`src/rtl/fseq_pkg.sv`:
```
package fseq_pkg;
  localparam logic [3:0] OP_PROG   = 4'd0;
  localparam logic [3:0] OP_SERASE = 4'd1;
  localparam logic [3:0] OP_CERASE = 4'd2;
  localparam logic [3:0] OP_IDREAD = 4'd3;
  localparam logic [3:0] OP_RESET  = 4'd4;
  localparam logic [3:0] OP_BYP_ON = 4'd5;
  localparam logic [3:0] OP_BYP_OFF= 4'd6;
  localparam logic [3:0] OP_SUSP   = 4'd7;
  localparam logic [3:0] OP_RESUME = 4'd8;

  typedef enum logic [1:0] {AS_UNLK1, AS_UNLK2, AS_ZERO, AS_USER} asel_e;
  typedef enum logic [1:0] {ER_NONE, ER_SECTOR, ER_CHIP, ER_PAUSED} er_e;
  typedef enum logic [2:0] {PH_IDLE, PH_SETUP, PH_LOW, PH_HOLD, PH_GAP} ph_e;

  typedef struct packed {
    asel_e      asel;
    logic       use_udata;
    logic [7:0] code;
    logic       last;
  } step_t;

  localparam int STEP_IW = 3;
endpackage

```
`src/rtl/fseq_step_table.sv`:
```
module fseq_step_table
  import fseq_pkg::*;
#(
  parameter int AW = 20,
  parameter int DW = 16
) (
  input  logic [3:0]         op,
  input  logic [STEP_IW-1:0] idx,
  input  logic               byp,
  input  logic               byte_mode,
  input  logic [AW-1:0]      user_addr,
  input  logic [DW-1:0]      user_data,
  output logic [AW-1:0]      step_addr,
  output logic [DW-1:0]      step_data,
  output logic               step_last
);
  localparam logic [AW-1:0] W_U1 = AW'(12'h555);
  localparam logic [AW-1:0] W_U2 = AW'(12'h2AA);
  localparam logic [AW-1:0] B_U1 = AW'(12'hAAA);
  localparam logic [AW-1:0] B_U2 = AW'(12'h555);

  function automatic step_t mk(asel_e a, logic u, logic [7:0] c, logic l);
    step_t s;
    s.asel = a; s.use_udata = u; s.code = c; s.last = l;
    return s;
  endfunction

  // two-write unlock prefix, shared by all long sequences
  function automatic step_t unlock(logic [STEP_IW-1:0] i);
    return (i == 3'd0 || i == 3'd3) ? mk(AS_UNLK1, 1'b0, 8'hAA, 1'b0)
                                    : mk(AS_UNLK2, 1'b0, 8'h55, 1'b0);
  endfunction

  step_t st;

  always_comb begin
    st = mk(AS_ZERO, 1'b0, 8'h00, 1'b1);
    case (op)
      OP_PROG:
        if (byp) st = (idx == 3'd0) ? mk(AS_ZERO, 1'b0, 8'hA0, 1'b0)
                                    : mk(AS_USER, 1'b1, 8'h00, 1'b1);
        else if (idx < 3'd2) st = unlock(idx);
        else if (idx == 3'd2) st = mk(AS_UNLK1, 1'b0, 8'hA0, 1'b0);
        else st = mk(AS_USER, 1'b1, 8'h00, 1'b1);
      OP_SERASE, OP_CERASE:
        if (idx == 3'd2) st = mk(AS_UNLK1, 1'b0, 8'h80, 1'b0);
        else if (idx < 3'd5) st = unlock(idx);
        else if (op == OP_SERASE) st = mk(AS_USER, 1'b0, 8'h30, 1'b1);
        else st = mk(AS_UNLK1, 1'b0, 8'h10, 1'b1);
      OP_IDREAD, OP_BYP_ON:
        if (idx < 3'd2) st = unlock(idx);
        else st = mk(AS_UNLK1, 1'b0, (op == OP_IDREAD) ? 8'h90 : 8'h20, 1'b1);
      OP_RESET:   st = mk(AS_ZERO, 1'b0, 8'hF0, 1'b1);
      OP_BYP_OFF: st = (idx == 3'd0) ? mk(AS_ZERO, 1'b0, 8'h90, 1'b0)
                                     : mk(AS_ZERO, 1'b0, 8'h00, 1'b1);
      OP_SUSP:    st = mk(AS_ZERO, 1'b0, 8'hB0, 1'b1);
      OP_RESUME:  st = mk(AS_ZERO, 1'b0, 8'h30, 1'b1);
      default:    st = mk(AS_ZERO, 1'b0, 8'h00, 1'b1);
    endcase
  end

  always_comb begin
    case (st.asel)
      AS_UNLK1: step_addr = byte_mode ? B_U1 : W_U1;
      AS_UNLK2: step_addr = byte_mode ? B_U2 : W_U2;
      AS_USER:  step_addr = user_addr;
      default:  step_addr = '0;
    endcase
    step_data = st.use_udata ? user_data : DW'(st.code);
    step_last = st.last;
  end
endmodule

```
`src/rtl/fseq_mode.sv`:
```
module fseq_mode
  import fseq_pkg::*;
(
  input  logic       clk,
  input  logic       rst_n,
  input  logic [3:0] op,
  input  logic       take,
  input  logic       erase_done,
  output logic       allow,
  output logic       byp
);
  er_e er;

  always_comb begin
    allow = 1'b0;
    if (byp) allow = (op == OP_PROG) || (op == OP_BYP_OFF);
    else begin
      case (er)
        ER_NONE:   allow = (op <= OP_BYP_ON);
        ER_SECTOR: allow = (op == OP_SUSP) || (op == OP_RESET);
        ER_CHIP:   allow = (op == OP_RESET);
        default:   allow = (op == OP_PROG) || (op == OP_IDREAD) ||
                           (op == OP_RESET) || (op == OP_RESUME);
      endcase
    end
  end

  always_ff @(posedge clk) begin
    if (!rst_n) begin
      er  <= ER_NONE;
      byp <= 1'b0;
    end else if (take && allow) begin
      case (op)
        OP_SERASE:  er  <= ER_SECTOR;
        OP_CERASE:  er  <= ER_CHIP;
        OP_SUSP:    er  <= ER_PAUSED;
        OP_RESUME:  er  <= ER_SECTOR;
        OP_RESET:   er  <= ER_NONE;
        OP_BYP_ON:  byp <= 1'b1;
        OP_BYP_OFF: byp <= 1'b0;
        default: ;
      endcase
    end else if (erase_done && (er == ER_SECTOR || er == ER_CHIP)) begin
      er <= ER_NONE;
    end
  end

  // bypass and erase activity never coexist
  a_r5_byp_no_erase: assert property (@(posedge clk) disable iff (!rst_n)
    byp |-> (er == ER_NONE));
  // a paused erase can only come from a running sector erase
  a_r6_pause_from_sector: assert property (@(posedge clk) disable iff (!rst_n)
    (er == ER_PAUSED && $past(er) != ER_PAUSED) |-> $past(er) == ER_SECTOR);
endmodule

```
`src/rtl/fseq_strobe.sv`:
```
module fseq_strobe
  import fseq_pkg::*;
#(
  parameter int PW = 4
) (
  input  logic          clk,
  input  logic          rst_n,
  input  logic          start,
  input  logic [PW-1:0] pulse_len,
  output logic          cs_n,
  output logic          we_n,
  output logic          done
);
  ph_e           ph;
  logic [PW-1:0] cnt;
  logic [PW-1:0] eff_len;

  assign eff_len = (pulse_len == '0) ? PW'(1) : pulse_len;

  always_ff @(posedge clk) begin
    if (!rst_n) begin
      ph  <= PH_IDLE;
      cnt <= '0;
    end else begin
      case (ph)
        PH_IDLE:  if (start) ph <= PH_SETUP;
        PH_SETUP: begin ph <= PH_LOW; cnt <= eff_len - PW'(1); end
        PH_LOW:   if (cnt == '0) ph <= PH_HOLD; else cnt <= cnt - PW'(1);
        PH_HOLD:  ph <= PH_GAP;
        default:  ph <= start ? PH_SETUP : PH_IDLE;
      endcase
    end
  end

  assign cs_n = (ph == PH_IDLE) || (ph == PH_GAP);
  assign we_n = (ph != PH_LOW);
  assign done = (ph == PH_GAP);
endmodule

```
`src/rtl/flash_cmd_seq.sv`:
```
module flash_cmd_seq
  import fseq_pkg::*;
#(
  parameter int AW = 20,
  parameter int DW = 16,
  parameter int PW = 4
) (
  input  logic          clk,
  input  logic          rst_n,
  input  logic          cfg_byte_mode,
  input  logic [PW-1:0] cfg_we_clks,
  input  logic          req_valid,
  output logic          req_ready,
  input  logic [3:0]    req_op,
  input  logic [AW-1:0] req_addr,
  input  logic [DW-1:0] req_data,
  output logic          req_rej,
  input  logic          erase_done,
  output logic [AW-1:0] fl_addr,
  output logic [DW-1:0] fl_data,
  output logic          fl_cs_n,
  output logic          fl_we_n
);
  logic               busy, take, allow, byp_now, st_done, st_last, st_start;
  logic [STEP_IW-1:0] idx;
  logic [3:0]         op_q;
  logic [AW-1:0]      addr_q;
  logic [DW-1:0]      data_q;
  logic               byte_q, byp_q;
  logic [PW-1:0]      plen_q;

  assign req_ready = !busy;
  assign take      = req_valid && req_ready;
  assign st_start  = (take && allow) || (busy && st_done && !st_last);

  fseq_mode u_mode (
    .clk(clk), .rst_n(rst_n), .op(req_op), .take(take),
    .erase_done(erase_done), .allow(allow), .byp(byp_now)
  );

  fseq_step_table #(.AW(AW), .DW(DW)) u_table (
    .op(op_q), .idx(idx), .byp(byp_q), .byte_mode(byte_q),
    .user_addr(addr_q), .user_data(data_q),
    .step_addr(fl_addr), .step_data(fl_data), .step_last(st_last)
  );

  fseq_strobe #(.PW(PW)) u_strobe (
    .clk(clk), .rst_n(rst_n), .start(st_start), .pulse_len(plen_q),
    .cs_n(fl_cs_n), .we_n(fl_we_n), .done(st_done)
  );

  always_ff @(posedge clk) begin
    if (!rst_n) begin
      busy    <= 1'b0;
      idx     <= '0;
      op_q    <= OP_RESET;
      addr_q  <= '0;
      data_q  <= '0;
      byte_q  <= 1'b0;
      byp_q   <= 1'b0;
      plen_q  <= PW'(1);
      req_rej <= 1'b0;
    end else begin
      req_rej <= take && !allow;
      if (take && allow) begin
        busy   <= 1'b1;
        idx    <= '0;
        op_q   <= req_op;
        addr_q <= req_addr;
        data_q <= req_data;
        byte_q <= cfg_byte_mode;
        byp_q  <= byp_now;
        plen_q <= cfg_we_clks;
      end else if (busy && st_done) begin
        if (st_last) busy <= 1'b0;
        else idx <= idx + STEP_IW'(1);
      end
    end
  end

  // checker state: clocks spent with write enable low
  logic [PW:0]   wl_cnt;
  logic [PW-1:0] eff_q;
  assign eff_q = (plen_q == '0) ? PW'(1) : plen_q;
  always_ff @(posedge clk) begin
    if (!rst_n) wl_cnt <= '0;
    else wl_cnt <= fl_we_n ? '0 : wl_cnt + (PW+1)'(1);
  end

  // write enable low exactly for the captured pulse length
  a_r10_we_width: assert property (@(posedge clk) disable iff (!rst_n)
    $rose(fl_we_n) |-> (wl_cnt == {1'b0, eff_q}));
  // address and data held while chip select stays low
  a_r11_addr_stable: assert property (@(posedge clk) disable iff (!rst_n)
    (!fl_cs_n && $past(!fl_cs_n)) |-> ($stable(fl_addr) && $stable(fl_data)));
  // no request can be taken while a bus cycle is open
  a_r12_ready_low_on_bus: assert property (@(posedge clk) disable iff (!rst_n)
    !fl_cs_n |-> !req_ready);
  // a refused request starts no bus cycle
  a_r9_rej_no_bus: assert property (@(posedge clk) disable iff (!rst_n)
    req_rej |-> (fl_cs_n && req_ready));
endmodule

```
`config.mk`:
```
export PLATFORM = sky130hd
export DESIGN_NAME = flash_cmd_seq
export DESIGN_NICKNAME = d
export VERILOG_FILES = /design/src/rtl/fseq_pkg.sv /design/src/rtl/fseq_step_table.sv /design/src/rtl/fseq_mode.sv /design/src/rtl/fseq_strobe.sv /design/src/rtl/flash_cmd_seq.sv
export SDC_FILE = /design/constraint.sdc
export NUM_CORES = 1
export LEC_CHECK = 0
export ABC_AREA = 0
export BUFFER_PORTS_ARGS = -buffer_cell sky130_fd_sc_hd__buf_2
export CAP_MARGIN = 25
export CORE_UTILIZATION = 50
export CTS_CLUSTER_SIZE = 24
export DETAILED_ROUTE_END_ITERATION = 10
export PLACE_DENSITY = 0.84
export REMOVE_ABC_BUFFERS = 1
export SYNTH_ARGS = -nofsm -noshare
export SYNTH_HDL_FRONTEND = slang
export SYNTH_SLANG_ARGS = --single-unit
```
`constraint.sdc`:
```
create_clock -name clk -period 3.51 [get_ports clk]
set_input_delay 0.5265 -clock clk [delete_from_list [all_inputs] [get_ports clk]]
set_output_delay 0.5265 -clock clk [all_outputs]
set_load 0.05 [all_outputs]
```
; After elaboration in Yosys (flattened, before gate mapping)
; Cells that the tools add are included.
[word_totals]
register_bits = 61
latchBits = 0
ramBits = 0
rom_bits = 0
in_bits = 49
output_inout_bits = 40
elab_cells = 125
n_memories = 0
[op_classes]
addsub = 3
mul = 0
div_mod_pow = 0
magnitude_cmp = 3
eq_ne = 31
n_shift = 0
mux = 32
bitwise_logic = 2
n_reduce_logical = 41
[ops]
columns = op, n
row1 = $mux W12, 8
row2 = $pmux W12 S7, 1
row3 = $pmux W20 S3, 1
row4 = $mux W11, 3
row5 = $eq A4 B3 Y1 const B, 8
row6 = $eq A4 B2 Y1 const B, 4
row7 = $logic_not A4 Y1, 4
row8 = $mux W16, 1
row9 = $eq A3 B2 Y1 const B, 4
row10 = $pmux W3 S4, 1
row11 = $reduce_and A2 Y1, 6
row12 = $reduce_bool A2 Y1, 5
row13 = $logic_or A1 B1 Y1, 9
row14 = $mux W9, 1
row15 = $eq A4 B1 Y1 const B, 2
row16 = $eq A4 B4 Y1 const B, 2
row17 = $mux W4, 2
row18 = $mux W8, 1
row19 = $pmux W2 S4, 1
row20 = $pmux W4 S2, 1
row21 = $reduce_or A2 Y1, 4
row22 = $sub A4 B1 Y4 const B, 2
row23 = $logic_and A1 B1 Y1, 6
row24 = $logic_not A3 Y1, 2
row25 = other kinds (20), 33

; Depth between registers and ports, before layout
; Gate-level depths: netlist of the first run.
[depth]
word_depth = 11
mapped_depth = 10
ltp_nobuf = 8

; Modules after synthesis
; A second synthesis of the first run with hierarchy kept.
[hier_totals]
hier_cells = 479
area_unflattened_um2 = 3674.8
[by_module_without_submodules]
columns = module, n_inst, cells_per_inst, area_each_um2, seq_area_each_um2
row1 = flash_cmd_seq, 1, 223, 1948.1, 1021.0
row2 = fseq_step_table, 1, 154, 868.3, 0.0
row3 = fseq_strobe, 1, 54, 455.4, 140.1
row4 = fseq_mode, 1, 48, 402.9, 60.1

; Worst setup path before layout of the first run
; Ideal clock, no wire load.
[synth_timing]
kind = reg-to-output
startpoint = register idx[1]
endpoint = output port fl_addr[0]
arrival_time_ns = 2.885
required_time_ns = 2.984
setup_slack_ns = 0.098
path_stages_with_launch = 10
n_path_buf = 1
path_cell_list = dfxtp_1 > clkbuf_1 > inv_1 > ha_1 > nor2b_1 > nor3_1 > o31a_1 > nand2_1 > xor2_2 > o21ai_0
[synth_between]
elab_chain_cells = 8
elab_cells_between_ends = 19
classes_between = order compare (2) / eq/ne (4) / mux (10) / reduce/logical (3)
[synth_lines]
columns = item, line_no
row1 = "start, declared", flash_cmd_seq.sv:25  ; logic [STEP_IW-1:0] idx;
row2 = "start signal, assigned", flash_cmd_seq.sv:76  ; else idx <= idx + STEP_IW'(1);
row3 = $eq A3 B2 Y1 or $logic_not A3 Y1 (tied branches), "fseq_step_table.sv:30, fseq_step_table.sv:40"
row4 = $logic_or A1 B1 Y1, fseq_step_table.sv:30  ; return (i == 3'd0 || i == 3'd3) ? mk(AS_UNLK1, 1'b0, 8'hAA, 1'b0)
row5 = $mux W11, fseq_step_table.sv:30
row6 = $mux W12 (on tied branches), "fseq_step_table.sv:47, fseq_step_table.sv:42"
row7 = $mux W12 (on tied branches), "fseq_step_table.sv:46, fseq_step_table.sv:40"
row8 = $pmux W12 S7 (*), fseq_step_table.sv:38  ; case (op)
row9 = "$eq A2 B2 Y1, or another cell as far along", fseq_step_table.sv:63  ; case (st.asel)
row10 = $pmux W20 S3 (*), fseq_step_table.sv:63
row11 = "end, declared", flash_cmd_seq.sv:19  ; output logic [AW-1:0] fl_addr,
; Every way passes the cells marked *; elsewhere a longest branch is shown, timed or not.

; Final worst setup path of the first run
[layout_timing]
startpoint = register idx[0]
endpoint = output port fl_addr[6]
; The elaborated chain is that of the path after synthesis.

==> results of run 1 <==
[placed cells by master (no fill, tap or decap), types with 3 or more instances in the layout]
cell type,synthesis,layout
nor4_1,3,3
xnor2_1,6,5
nor3_1,17,17
o21ai_1,14,14
and2_1,17,17
nand4_1,3,3
a21oi_1,20,20
buf_4,3,7
buf_2,7,86
inv_1,11,11
a21oi_2,39,39
o31a_1,3,3
o31ai_1,5,5
nand2_2,39,39
a21o_1,3,3
nand2b_1,4,4
o211ai_1,3,3
mux2i_1,3,3
o21a_1,3,3
nand2_1,87,87
o21ai_0,13,13
nand3_1,4,4
and3_1,3,3
clkbuf_8,0,10
or3_1,3,3
nor2b_1,5,5
dfxtp_1,61,59
a32oi_1,3,3
ha_1,9,9
nor2_1,20,20
[metrics by stage]
step           power [mW]  area [sq um]  hold WS (ns)  instances  utilization (%)
2_1_floorplan        1.08          3590         0.437        442                -
3_3_place_gp         1.19          4230         0.443        636             57.7
3_5_place_dp         1.20          4230         0.447        636             57.7
4_1_cts              1.89          4460         0.380        651             60.8
5_1_grt              1.97          4480         0.400        652             61.1
6_report             1.88          4480         0.388        652             61.1
[per-layer routing]
layer  global-route usage, %  vias up  wire length, um
met5                       0        -                0
met1                    30.2     1697             3890
met3                    4.52       22              480
met2                    39.6      113             4470
met4                    13.4        0              187
li1                        -     1781                -
[cell families after synthesis]
family          after synthesis  share of synthesized area [%]
simple gates                214                           28.0
mux                           4                           1.08
compound gates              132                           26.5
fa+ha+maj                     9                           2.94
buf+inv                      48                           7.33
xor+xnor                      9                           2.26
flops                        61                           31.9
[state kept, by name, summed over array words and instances (netlist names), 2 cells and up]
name and count:
addr_q 20, data_q 16, idx 3, op_q 4
plen_q 4, u_mode.er 2, u_strobe.cnt 4, u_strobe.ph 3
[worst reg2reg max path, cell delays in order, from the launching register on]
cell     delay, ns
dfxtp_1       0.38
ha_1          0.20
nor2b_1       0.20
o21ai_0       0.22
o21ai_4       0.75
buf_4         0.37
nand2_1       0.09
a21oi_1       0.15
[power by group]
group / total (mW) / switching [mW] / internal (mW)
clock network: 0.688 / 0.274 / 0.414
logic: 0.422 / 0.281 / 0.141
registers: 0.769 / 0.0386 / 0.730
total: 1.88 / 0.593 / 1.28
[area by class of cell]
type                    instances  area (sq um)  share of cell area, %
clock inverters                 4          72.6                   1.62
repair buffers                 96           518                   11.6
clock buffers                  11           141                   3.16
flip-flops and latches         61          1220                   27.3
multi-input cells             368          2350                   52.5
well taps                      99           124                   2.77
inverters                      13          48.8                   1.09
[worst paths after layout]
path                  startpoint    endpoint  slack, ns  cells after the start
hold / removal    cfg_we_clks[0]   plen_q[0]       0.39                      3
setup reg to reg    u_mode.er[0]   data_q[0]       1.09                      7
setup / recovery          idx[0]  fl_addr[6]       0.16                     10
hold reg to reg        data_q[1]   data_q[1]       0.45                      2
[repair_timing]
action / CTS / global route
pin swaps: 0 / 1
gates resized for setup: 2 / 4
gates cloned: 0 / 0
setup buffers: 0 / 1
setup endpoints to repair: 1 / 20
==> results.md, run 1 <==
* Mapped Cells at 477
* Antenna Nets Post-Route at 0
* Synth cell count leaders: 87 x nand2_1, 61 x dfxtp_1, 39 x a21oi_2, 39 x nand2_2
* Total gr overflow at 0
* Longest Clk Path Bufs at 2
* Pin count of the biggest net entering global routing at 37
* Leak at 1.76 nW
* Vias/cell at 5.54
* Yosys reg bits at 61
* Ys Warns at 0
* CTS Buf Count at 9
* DP Worst Slack at 0.386 ns
* # fillers at 639
* Yosys top cell area share at 31.9%
* Total GRT Usage at 24.3%
* CP max stage delay at 0.45 ns
* Worst skew pair latency at 0.35 ns
* Row cnt at 31
* Total wire length at 9030 um
* Status: finished, final reports clean
* Unrepaired setup endpoints after global routing: false
* WL per Instance at 13.9 um
* Die area at 8000 sq um
* Peak VDD IR at 0.283 mV
* Max-cap violation count at 0
* Core Area at 7330 sq um
* CTS tree: done
* Buffers plus inverters on the worst setup path at 3
* First-pass DRT Iterations at 5
* Number of enable flip-flop cells after synthesis at 0
* Starting Density at 52.2%
* GP Congestion at 0.967
* Crit-path max FO at 20
* Critical Path RT at 2.98 ns
* Worst-path clk slew at 0.07 ns
* Boundary Pins at 89
* CP arrival at 2.82 ns
* Die height at 89.5 um
* Largest cells by area after synthesis: dfxtp_1 32%, a21oi_2 8.9%, nand2_1 8.5%
* Vias in the first global route at 3391
* Cell with the most instances after synthesis: nand2_1
* Delay-heaviest family, CP: buffers and inverters
* Most used DFF post-synth: dfxtp_1
* Max Clk Rate at 299 MHz
* Cell variety after synth at 64
* Max Slew Vio Count at 0
* Tightest Hold Check Type: in2reg
* Final Hold Vio Count at 0
* CP max stage cell: dfxtp_1
* Die width at 89.5 um
* Setup tns final at 0 ns
* Final setup viols at 0
* Nets@finish at 607
* Drc violations at 0
* Rel. slew slack at 39.5%
* Period utilization at 95.3%
* IO Port Bufs at 88
* Share of layout cells above drive strength 1 at 37.4%
* Synth area leader: dfxtp_1
* Setup ws final at 0.164 ns
* Drt first-iter violations at 318
* Crit path time final at 3.35 ns
* Area growth syn-to-layout at 17.0%
* Root Driver: clkbuf_8
* Pwr per Cell Area at 420 nW/um^2
* Sequential area share after synthesis at 31.9%
* CP Launch Type: flop
* Global-route wire length before repair at 15100 um
* Hold buffer count at cts at 0
* Worst-margin pin slew at 0.904 ns
* Mapped cell area at 3820 sq um
* Clock Sinks at 61
* Synthesized area per cell at 8.02 sq um
* Initial antenna violation count at 0
* Async SR Flop Fraction at 0%
* Crit end category: output port
* DP HPWL at 6260 um
* Htree depth at 3
* Vias at 3613
* Critical path type: reg2out
* Cell chain of the critical path: inv_1, ha_1, nor2b_1, nor3_1, o31a_1, a22oi_1, buf_4, nand2_1, o21ai_1, buf_2
* Diode count at 0
* Final Skew at 0.00908 ns
No activity file was read; power rests on OpenSTA's default activity.
==> inputs of run 2 (changes only) <==
--- a/config.mk
+++ b/config.mk
@@ -13,6 +13,7 @@
 export DETAILED_ROUTE_END_ITERATION = 10
 export PLACE_DENSITY = 0.84
 export REMOVE_ABC_BUFFERS = 1
+export SLEW_MARGIN = 0
 export SYNTH_ARGS = -nofsm -noshare
 export SYNTH_HDL_FRONTEND = slang
 export SYNTH_SLANG_ARGS = --single-unit
==> constraint.sdc (replaced) <==
create_clock -name clk -period 3.51 [get_ports clk]
set_input_delay 0.5265 -clock clk [delete_from_list [all_inputs] [get_ports clk]]
set_output_delay 0.5265 -clock clk [all_outputs]
set_load 0.02 [all_outputs]
==> run 2 against run 1 <==
Total power down 11%. Highest routed layer unchanged. Via count increased by 0.36%. Global-route usage decreased by 0.83 points. Largest power group unchanged. Sequential share of layout area is 0.43 points higher.
==> results.md, run 2 (synthesis gave the netlist of run 1 again) <==
* Status: finished, final reports clean
* Hold buffer count at cts at 0
* Boundary Pins at 89
* Crit-path max FO at 6
* Total gr overflow at 0
* Unrepaired setup endpoints after global routing: false
* DP Worst Slack at 0.597 ns
* Highest-count cells in the layout ignoring fill and taps: 88 x buf_2, 87 x nand2_1, 60 x dfxtp_1, 39 x nand2_2, 39 x a21oi_2
* Longest Clk Path Bufs at 2
* Starting Density at 52.2%
* CTS Buf Count at 9
* Cell chain of the critical path: inv_1, ha_1, a2111oi_4, o21ai_1, nand2_1, xor2_2, o21ai_0, buf_2
* Core Area at 7330 sq um
* Pin count of the biggest net entering global routing at 40
* Vias in the first global route at 3290
* Max Slew Vio Count at 0
* Total GRT Usage at 23.4%
* Pwr Total at 1.66 mW
* Area growth syn-to-layout at 15.1%
* Setup tns final at 0 ns
* WL per Instance at 14.0 um
* Period utilization at 93.7%
* Share of layout cells above drive strength 1 at 37.2%
* CP arrival at 2.76 ns
* Critical path type: reg2out
* Critical Path RT at 2.98 ns
* CP max stage cell: a2111oi_4
* Rel. slew slack at 37.9%
* Die height at 89.5 um
* Max reg flops at 20
* Combinational power share at 21.7%
* Setup ws final at 0.223 ns
* Top Registers: addr_q: 20 flops, data_q: 16 flops
* CTS resizes at 0
* Peak VDD IR at 0.223 mV
* Total wire length at 9120 um
* First-pass DRT Iterations at 4
* Crit end category: output port
* Most common cell after layout, fill and taps aside: buf_2
* Antenna Nets Post-Route at 0
* CP max stage delay at 0.50 ns
* Clock Sinks at 61
* Worst-margin pin slew at 0.928 ns
* IO Port Bufs at 88
* Drt first-iter violations at 228
* CP Launch Type: flop
* Flop-to-flop setup slack at 1.09 ns
* DP HPWL at 6350 um
* Diode count at 0
* Final Skew at 0.00903 ns
* Row cnt at 31
* Pwr per Cell Area at 378 nW/um^2
* Htree depth at 3
* Root Driver: clkbuf_8
* Tightest Hold Check Type: in2reg
* Sw frac at 32.7%
* GP Congestion at 0.917
* Crit path time final at 3.29 ns
* Vias at 3626
* Worst-path clk slew at 0.07 ns
* Die width at 89.5 um
* Buffers plus inverters on the worst setup path at 2
* Vias/cell at 5.55
* Drc violations at 0
* Reg power frac at 45.9%
* Top reg by flops: addr_q
* Leak at 1.74 nW
* Die area at 8000 sq um
* Net Switching at 0.545 mW
* Max Clk Rate at 304 MHz
* Nets@finish at 607
* Initial antenna violation count at 0
* Max-cap violation count at 0
* Delay-heaviest family, CP: compound AO/OA/AOI/OAI gates
* Pint at 1.12 mW
* Global-route wire length before repair at 14500 um
* Post CTS Setup Buffer Count at 0
* CTS tree: done
* Worst skew pair latency at 0.36 ns
* Final setup viols at 0
* Final Hold Vio Count at 0
* Clock share of power at 32.4%
run 2: path summary, 6_finish.rpt:
| kind | from | end | cells past startpoint |
|---|---|---|---|
| setup / recovery | idx[0] | fl_addr[2] | 8 |
| hold / removal | cfg_we_clks[0] | plen_q[0] | 3 |
| setup reg to reg | u_mode.er[0] | data_q[13] | 7 |
| hold reg to reg | data_q[1] | data_q[1] | 2 |
run 2: area by class of cell:
cell class / count / area (sq um)
well taps: 99 / 124
multi-input cells: 368 / 2350
flip-flops and latches: 61 / 1220
fillers: 665 / 2930
clock buffers: 11 / 131
repair buffers: 96 / 500
clock inverters: 5 / 27.5
inverters: 13 / 48.8
run 2: worst register-to-register path, cell delays in order, from the launching register on:
cell and delay, ns:
dfxtp_1 0.38, ha_1 0.21, nor2b_1 0.17, o21ai_0 0.21
o21ai_4 0.78, buf_4 0.35, nand2_1 0.09, a21oi_2 0.15
run 2: power by group through the flow:
| stage | clock network [mW] | registers [mW] | logic [mW] |
|---|---|---|---|
| 3_5_place_dp | 0 | 0.779 | 0.359 |
| 4_1_cts | 0.546 | 0.764 | 0.361 |
| 2_1_floorplan | 0 | 0.776 | 0.243 |
| 5_1_grt | 0.574 | 0.770 | 0.397 |
| 3_3_place_gp | 0 | 0.777 | 0.351 |
| 6_report | 0.540 | 0.765 | 0.360 |
run 2: metal layers:
| metal | part of all wire (%) | GRT usage (%) | vias up |
|---|---|---|---|
| met2 | 51 | 40.0 | 109 |
| met4 | 2.1 | 10.4 | 0 |
| li1 | - | - | 1779 |
| met1 | 41 | 28.4 | 1719 |
| met3 | 5.1 | 4.99 | 19 |
| met5 | 0 | 0 | - |
run 2: through the flow:
stage	util [%]	area, sq um	std cells	hold WS (ns)
after floorplan	-	3590	442	0.437
after global placement	57.7	4230	637	0.443
after detailed placement	57.7	4230	637	0.447
after CTS	59.8	4390	653	0.382
after global routing	60.1	4400	653	0.398
final	60.1	4400	653	0.384
